===== src/rtl/score_norm_unit.sv =====
module score_norm_unit #(
  parameter int RAW_W     = 24,
  parameter int SC_W      = 16,
  parameter int N_STATES  = 147,
  parameter int EXIT_COST = 40,
  localparam int IDX_W    = $clog2(N_STATES)
) (
  input  logic             clk,
  input  logic             rst_n,
  input  logic             frm_start,
  input  logic             frm_end,
  input  logic             inj,
  input  logic             s_valid,
  input  logic [RAW_W-1:0] s_raw,
  input  logic [SC_W-1:0]  s_init_score,
  input  logic [IDX_W-1:0] s_idx,
  input  logic             s_exit,
  output logic             o_valid,
  output logic [SC_W-1:0]  o_score,
  output logic             o_done,
  output logic [IDX_W-1:0] o_best_idx,
  output logic [SC_W-1:0]  o_entry_cost
);

  localparam logic [RAW_W-1:0] RAW_MAX = '1;
  localparam logic [SC_W-1:0]  SC_MAX  = '1;
  localparam logic [RAW_W:0]   SC_LIM  = {{(RAW_W+1-SC_W){1'b0}}, SC_MAX};

  logic [RAW_W-1:0] ref_q, min_q, exit_q;
  logic [IDX_W-1:0] idx_q;

  function automatic logic [SC_W-1:0] rebase(input logic [RAW_W-1:0] v,
                                              input logic [RAW_W-1:0] r);
    logic [RAW_W:0] d;
    d = {1'b0, v} - {1'b0, r};
    if (v == RAW_MAX)  return SC_MAX;
    if (d[RAW_W])      return '0;
    if (d >= SC_LIM)   return SC_MAX;
    return d[SC_W-1:0];
  endfunction

  logic [RAW_W-1:0] val, eff_ref, base_min, base_exit, nxt_min, nxt_exit;
  logic [IDX_W-1:0] base_idx, nxt_idx;
  logic             take_min, take_exit;
  logic [SC_W-1:0]  ex_sc, entry_nxt;
  logic [SC_W:0]    ex_sum;

  assign val       = inj ? {{(RAW_W-SC_W){1'b0}}, s_init_score} : s_raw;
  assign eff_ref   = inj ? '0 : ref_q;

  assign base_min  = frm_start ? RAW_MAX : min_q;
  assign base_exit = frm_start ? RAW_MAX : exit_q;
  assign base_idx  = frm_start ? '0 : idx_q;

  assign take_min  = s_valid && (val < base_min);
  assign take_exit = s_valid && s_exit && (val < base_exit);

  assign nxt_min   = take_min  ? val   : base_min;
  assign nxt_idx   = take_min  ? s_idx : base_idx;
  assign nxt_exit  = take_exit ? val   : base_exit;

  assign ex_sc     = rebase(nxt_exit, eff_ref);
  assign ex_sum    = {1'b0, ex_sc} + (SC_W+1)'(EXIT_COST);
  assign entry_nxt = (ex_sc == SC_MAX || ex_sum[SC_W]) ? SC_MAX : ex_sum[SC_W-1:0];

  always_ff @(posedge clk) begin
    if (!rst_n) begin
      ref_q        <= '0;
      min_q        <= RAW_MAX;
      exit_q       <= RAW_MAX;
      idx_q        <= '0;
      o_valid      <= 1'b0;
      o_score      <= '0;
      o_done       <= 1'b0;
      o_best_idx   <= '0;
      o_entry_cost <= SC_MAX;
    end else begin
      o_valid <= s_valid;
      if (s_valid) o_score <= rebase(val, eff_ref);
      min_q  <= nxt_min;
      exit_q <= nxt_exit;
      idx_q  <= nxt_idx;
      o_done <= frm_end;
      if (frm_end) begin
        ref_q        <= nxt_min;
        o_best_idx   <= nxt_idx;
        o_entry_cost <= entry_nxt;
      end
    end
  end

endmodule


===== config.mk =====
export PLATFORM = sky130hd
export DESIGN_NAME = score_norm_unit
export DESIGN_NICKNAME = d
export VERILOG_FILES = /design/src/rtl/score_norm_unit.sv
export SDC_FILE = /design/constraint.sdc
export NUM_CORES = 1
export LEC_CHECK = 0
export BUFFER_PORTS_ARGS = -buffer_cell sky130_fd_sc_hd__buf_2
export CAP_MARGIN = 10
export CELL_PAD_IN_SITES_DETAIL_PLACEMENT = 1
export CELL_PAD_IN_SITES_GLOBAL_PLACEMENT = 2
export CORE_ASPECT_RATIO = 0.9
export CORE_MARGIN = 3
export CORE_UTILIZATION = 30
export DETAILED_ROUTE_END_ITERATION = 10
export GPL_ROUTABILITY_DRIVEN = 0
export PLACE_DENSITY = 0.79
export SYNTH_ARGS = -nofsm -noshare
export SYNTH_HDL_FRONTEND = slang
export SYNTH_SLANG_ARGS = --single-unit

===== constraint.sdc =====
create_clock -name clk -period 10.94 [get_ports clk]
set_clock_uncertainty 0.15 [all_clocks]
set_input_delay 0.547 -clock clk [delete_from_list [all_inputs] [get_ports clk]]
set_output_delay 0.547 -clock clk [all_outputs]
set_load 0.05 [all_outputs]

# ---- After elaboration in Yosys (flattened, before gate mapping)
# Index checks and enable logic that the tools add are counted.
dict set report totals {
  romBits 0
  reg_bits 122
  latch_bits 0
  wordCells 62
  ramBits 0
  input_bits 55
  out_inout_bits 42
  memories 0
}
dict set report classes {
  bitwise 0
  add_sub_neg 3
  reduce_logical 4
  n_lt_le_gt_ge 4
  n_div 0
  shift 0
  muxes 39
  eq_ne 3
  mul 0
}
# cell count
set op_table {}
lappend op_table {{16-bit two-way mux} 13}
lappend op_table {{24-bit two-way mux} 6}
lappend op_table {{25-bit by 16-bit >= comparator with 1-bit output, second input constant} 2}
lappend op_table {{24-bit by 24-bit subtractor with 25-bit output} 2}
lappend op_table {{24-bit equality test, second input constant} 2}
lappend op_table {{24-bit < comparator} 2}
lappend op_table {{1-bit two-way mux} 18}
lappend op_table {{16-bit by 6-bit adder with 17-bit output, second input constant} 1}
lappend op_table {{16-bit equality test, second input constant} 1}
lappend op_table {{8-bit two-way mux} 2}
lappend op_table {{1-bit logical AND} 3}
lappend op_table {{1-bit logical OR} 1}

# ---- Longest topological paths before layout
dict set report depth {
  ltp_word 15
  mapped_depth 33
  mapped_depth_nobuf 27
}

# ---- Worst setup path before layout
# OpenSTA, ideal clock, no wires.
dict set report synth_path {
  path_kind {input port to flip-flop}
  from {in inj}
  to {reg o_entry_cost[15]}
  t_required_ps 10675
  arrival_ps 7339
  path_buffers 7
  setup_time_ps 115
  cell_stages 32
  slack_ps 3337
  path_cell_list {buf_6 > clkbuf_1 > buf_2 > buf_1 > mux2i_1 > inv_1 > ha_1 > a21o_1 > a21o_1 > a21oi_1 > o21ai_0 > a211o_1 > buf_1 > mux2i_1 > ha_1 > buf_6 > a21oi_4 > o21ai_1 > a221o_1 > a21o_1 > or3_4 > a2111oi_4 > and3_1 > buf_4 > a21oi_1 > or2b_1 > ha_1 > o2111ai_1 > nor3_1 > and3_1 > mux2_2 > o21a_1}
}
dict set report synth_between {
  elab_chain_cells 15
  elab_cells_between_ends 23
  classes_between {add/sub (2); order compare (2); eq/ne (2); mux (15); reduce/logical (2)}
}
# element line
set synth_rtl {}
lappend synth_rtl {{from (decl)} 12} ;# input logic inj,
lappend synth_rtl {{24-bit two-way mux *} 48} ;# assign val = inj ? {{(RAW_W-SC_W){1'b0}}, s_init_score} : s_raw;
lappend synth_rtl {{24-bit < comparator} 56} ;# assign take_exit = s_valid && s_exit && (val < base_exit);
lappend synth_rtl {{1-bit logical AND} 56}
lappend synth_rtl {{24-bit two-way mux *} 60} ;# assign nxt_exit = take_exit ? val : base_exit;
lappend synth_rtl {{net nxt_exit[13]} 42} ;# logic [RAW_W-1:0] val, eff_ref, base_min, base_exit, nxt_min, nxt_exit;
lappend synth_rtl {{24-bit by 24-bit subtractor with 25-bit output} 35} ;# d = {1'b0, v} - {1'b0, r};
lappend synth_rtl {{25-bit by 16-bit >= comparator with 1-bit output} 38} ;# if (d >= SC_LIM) return SC_MAX;
lappend synth_rtl {{1-bit two-way mux (2 in series)} 38}
lappend synth_rtl {{1-bit two-way mux} 37} ;# if (d[RAW_W]) return '0;
lappend synth_rtl {{16-bit two-way mux} 39} ;# return d[SC_W-1:0];
lappend synth_rtl {{16-bit two-way mux} 38}
lappend synth_rtl {{16-bit two-way mux *} 37}
lappend synth_rtl {{16-bit by 6-bit adder with 17-bit output / 16-bit equality test (equally long branches)} {63, 64}}
lappend synth_rtl {{1-bit logical OR} 64} ;# assign entry_nxt = (ex_sc == SC_MAX || ex_sum[SC_W]) ? SC_MAX : ex_sum[SC_W-1:0];
lappend synth_rtl {{16-bit two-way mux *} 64}
lappend synth_rtl {{to (signal assigned)} 87} ;# o_entry_cost <= entry_nxt;
lappend synth_rtl {{to (decl)} 22} ;# output logic [SC_W-1:0] o_entry_cost
# The timed path passes the listed nets; every way through them passes the cells marked *. The select of a mux whose other input is x is not followed.
# A chain may end at the register's enable or synchronous reset.

# ---- Final worst setup path
# Ends and elaborated chain as after synthesis.

==> flow_summary.toml <==
[routing]
ant_nets = 0
num_vias = 9216
vias_per_cell = 5.53
drt_pass1_iterations = 5
first_iter_violations = 591
wl_per_cell_um = 19.8
totalWireLength_mm = 33.1
route.detailed.drc = 0

[run]
max_cap_violations = 0

[logic_synthesis]
synth_top_cell_by_area = "dfxtp_1"
yosysMostFrequentCell = "dfxtp_1"
synth_warnings = 0
ys_types = 75
yosys-top-cells-count = "dfxtp_1, nor2_1, ha_1"
synth_edf_count = 0
synth_seq_cells = 122
ys.flop_type = "dfxtp_1"
syn_inst = 1188
synth_area_per_cell_um2 = 8.16
synth_top_cell_area_share = 0.252
async_flop_share = 0
synth_fp_nets = 1340
syn_area_um2 = 9700
synthTopCellsByArea = "dfxtp_1, ha_1, mux2i_1"
yosysSeqAreaShare = 0.252

[cells_and_area]
drive_gt1_frac = 0.137
diodes = 0
num-nets-final = 1400
fillers = 3788
fin_area_um2 = 11000
syn_to_final_growth_pct = 13.7

[clock_tree]
root_buffer = "clkbuf_16"
clk_pin_slew_worst_paths_ns = 0.06
ctsResizeCount = 0
hold_buffers = 0
cts_buffers = 17
clock-sinks = 122
clk_latency_ns = 0.44
cts_setup_buffers = 0
htreeDepth = 4
cts_buffer_depth = 2
cts_tree = "yes"

[floorplan]
initial_utilization = 0.309
placementRows = 61
die_h_um = 177
die_w_um = 196
ios = 97
core_area_um2 = 31400
die-area_um2 = 34500

[timing]
rsz0062_at_grt = "false"
slew_violations = 0
period_share = 0.790
worst_slew_pin_slew_ns = 1.11
final_hold_viol_count = 0
relSlewSlack = 0.261
timing.setup.tns_ns = 0
max_freq_mhz = 116
post-route-min-period_ns = 8.64
setup_violations = 0

[setup_path]
cp.required_ns = 11.12
startpoint_type = "primary input"
critPathCaptureType = "register"
reg2reg_depth = 25
crit_arrival_ns = 8.83
cp_max_fo = 36
critPathKind = "in -> reg"
timing.rr.end = "o_entry_cost[15]"
r2r_setup_slack_ns = 3.18
r2r-start = "exit_q[7]"

[hold_path]
hold_depth = 3
hp-start = "s_idx[5]"
holdPathEnd = "idx_q[5]"
worstHoldPathType = "in -> reg"

[grt]
grt_pass1_vias = 9304
overflow = 0
grt_pass1_wl_mm = 52.7
grt_max_degree = 60
antenna_found_initial = 0
track_usage = 0.190

[power]
netSwitchingFraction = 0.362
p_leak_uw = 0.00494
p_comb_frac = 0.337
p_clk_frac = 0.353
p_per_area_nw_per_um2 = 143
ir_drop_uv = 111
p_sw_uw = 569
pwr-share-seq = 0.310
p_int_uw = 1000

[place]
hpwl_mm = 25.7
placed_area_um2 = 10500
io_buffers = 96

[run_status]
outcome = "completed"
[power by group through the flow]
stage | Clock (uW) | Combinational (uW) | Sequential (uW)
2_1_floorplan | 0 | 347 | 537
3_3_place_gp | 0 | 520 | 497
3_5_place_dp | 0 | 525 | 498
4_1_cts | 570 | 530 | 488
5_1_grt | 588 | 584 | 492
6_report | 555 | 530 | 488
[flip-flops by register name, summed over array words and instances (netlist names)]
name	count
o_score	16
o_best_idx	8
o_entry_cost	16
exit_q	24
idx_q	8
ref_q	24
o_valid	1
o_done	1
min_q	24
[through the flow]
step / worst slack (ns) / instances / hold WS (ns) / total power, uW / util
after floorplan: 3.34 / 1188 / 0.291 / 883 / -
after global placement: 2.29 / 1638 / 0.314 / 1020 / 0.334
after detailed placement: 1.95 / 1638 / 0.311 / 1020 / 0.334
after CTS: 2.40 / 1667 / 0.220 / 1590 / 0.351
after global routing: 1.65 / 1667 / 0.255 / 1660 / 0.351
final: 2.30 / 1667 / 0.235 / 1570 / 0.351
[metal layers]
| layer | part of all wire | wire length (um) | track usage | vias up |
|---|---|---|---|---|
| li1 | - | - | - | 4473 |
| met1 | 0.50 | 16500 | 0.271 | 4529 |
| met2 | 0.45 | 14800 | 0.306 | 193 |
| met3 | 0.044 | 1440 | 0.0290 | 21 |
| met4 | 0.0089 | 296 | 0.0380 | 0 |
| met5 | 0 | 0 | 0 | - |
[critical path, cell delays in order]
cell       delay (ns)
buf_2            0.32
buf_4            0.42
mux2i_1          0.50
inv_1            0.16
ha_1             0.35
and4_1           0.22
a221oi_1         0.26
o21ai_0          0.17
o211a_1          0.23
a211o_1          0.42
buf_4            0.32
mux2i_1          0.17
ha_1             0.56
nand2_1          0.17
a2111oi_0        0.43
o211ai_1         0.21
a31oi_1          0.20
mux2_2           0.38
a2111oi_4        0.29
and3_1           0.55
a21oi_1          0.16
or2b_1           0.28
ha_1             0.25
o2111ai_1        0.46
nor3_1           0.12
and3_1           0.21
mux2_2           0.26
o21a_1           0.17
[worst max-delay path by stage]
stage | from | end | slack, ns | cells past startpoint
final | inj | o_entry_cost[15] | 2.30 | 28
after global routing | inj | o_entry_cost[13] | 1.65 | 28
after CTS | inj | o_entry_cost[15] | 2.40 | 28
after detailed placement | inj | o_entry_cost[15] | 1.95 | 28
after global placement | inj | o_entry_cost[15] | 2.29 | 28
after floorplan | inj | o_entry_cost[15] | 3.34 | 32
[logic make-up (layout without fill, tap and decap cells)]
logic type                 count (synthesis)  in the layout  synth area share
AOI/OAI and AO/OA                        347            347             0.246
muxes                                     77             77            0.0812
DFF                                      122            122             0.252
buffers and inverters                    109            179            0.0485
adders and majority gates                 97             97             0.127
and+or+nand+nor                          411            411             0.224
xor gates and xnor gates                  25             25            0.0226
[cells in the final DEF (no fill, tap or decap), types with 4 or more instances in the layout]
| cell | synthesis | routed |
|---|---|---|
| nand4_1 | 21 | 21 |
| a211oi_1 | 10 | 10 |
| and3_1 | 15 | 15 |
| xnor2_1 | 14 | 14 |
| clkinv_2 | 0 | 5 |
| nand3_1 | 25 | 25 |
| dfxtp_1 | 122 | 122 |
| mux2_2 | 8 | 8 |
| buf_2 | 9 | 96 |
| a2111oi_0 | 5 | 5 |
| xor2_1 | 11 | 11 |
| a21oi_2 | 4 | 4 |
| clkbuf_16 | 0 | 17 |
| o2111ai_1 | 4 | 4 |
| or4_1 | 6 | 6 |
| buf_4 | 2 | 10 |
| nor2_1 | 114 | 114 |
| nor3_1 | 19 | 19 |
| nand2_1 | 53 | 53 |
| a21o_1 | 48 | 47 |
| a31oi_2 | 8 | 8 |
| a22o_1 | 24 | 24 |
| nor2b_1 | 15 | 15 |
| mux2i_1 | 67 | 67 |
| inv_1 | 43 | 43 |
| o21a_1 | 15 | 15 |
| ha_1 | 95 | 95 |
| o21bai_1 | 4 | 4 |
| and2_1 | 5 | 5 |
| a21oi_1 | 79 | 79 |
| o211ai_1 | 17 | 17 |
| o21ai_0 | 74 | 74 |
| and4_1 | 6 | 6 |
| or3_1 | 11 | 11 |
| nor4_1 | 6 | 6 |
| a31oi_1 | 13 | 13 |
| nand2b_1 | 94 | 94 |
| nor3b_1 | 5 | 5 |
| a21boi_0 | 5 | 5 |
[area by class of cell]
type / count / area, um^2 / share of cell area
well taps: 409 / 512 / 0.0464
flip-flops and latches: 122 / 2440 / 0.222
clock inverters: 9 / 100 / 0.00908
clock buffers: 20 / 457 / 0.0414
inverters: 44 / 165 / 0.0150
multi-input cells: 957 / 6790 / 0.616
repair buffers: 106 / 556 / 0.0504
No activity file was read; power rests on OpenSTA's default activity.
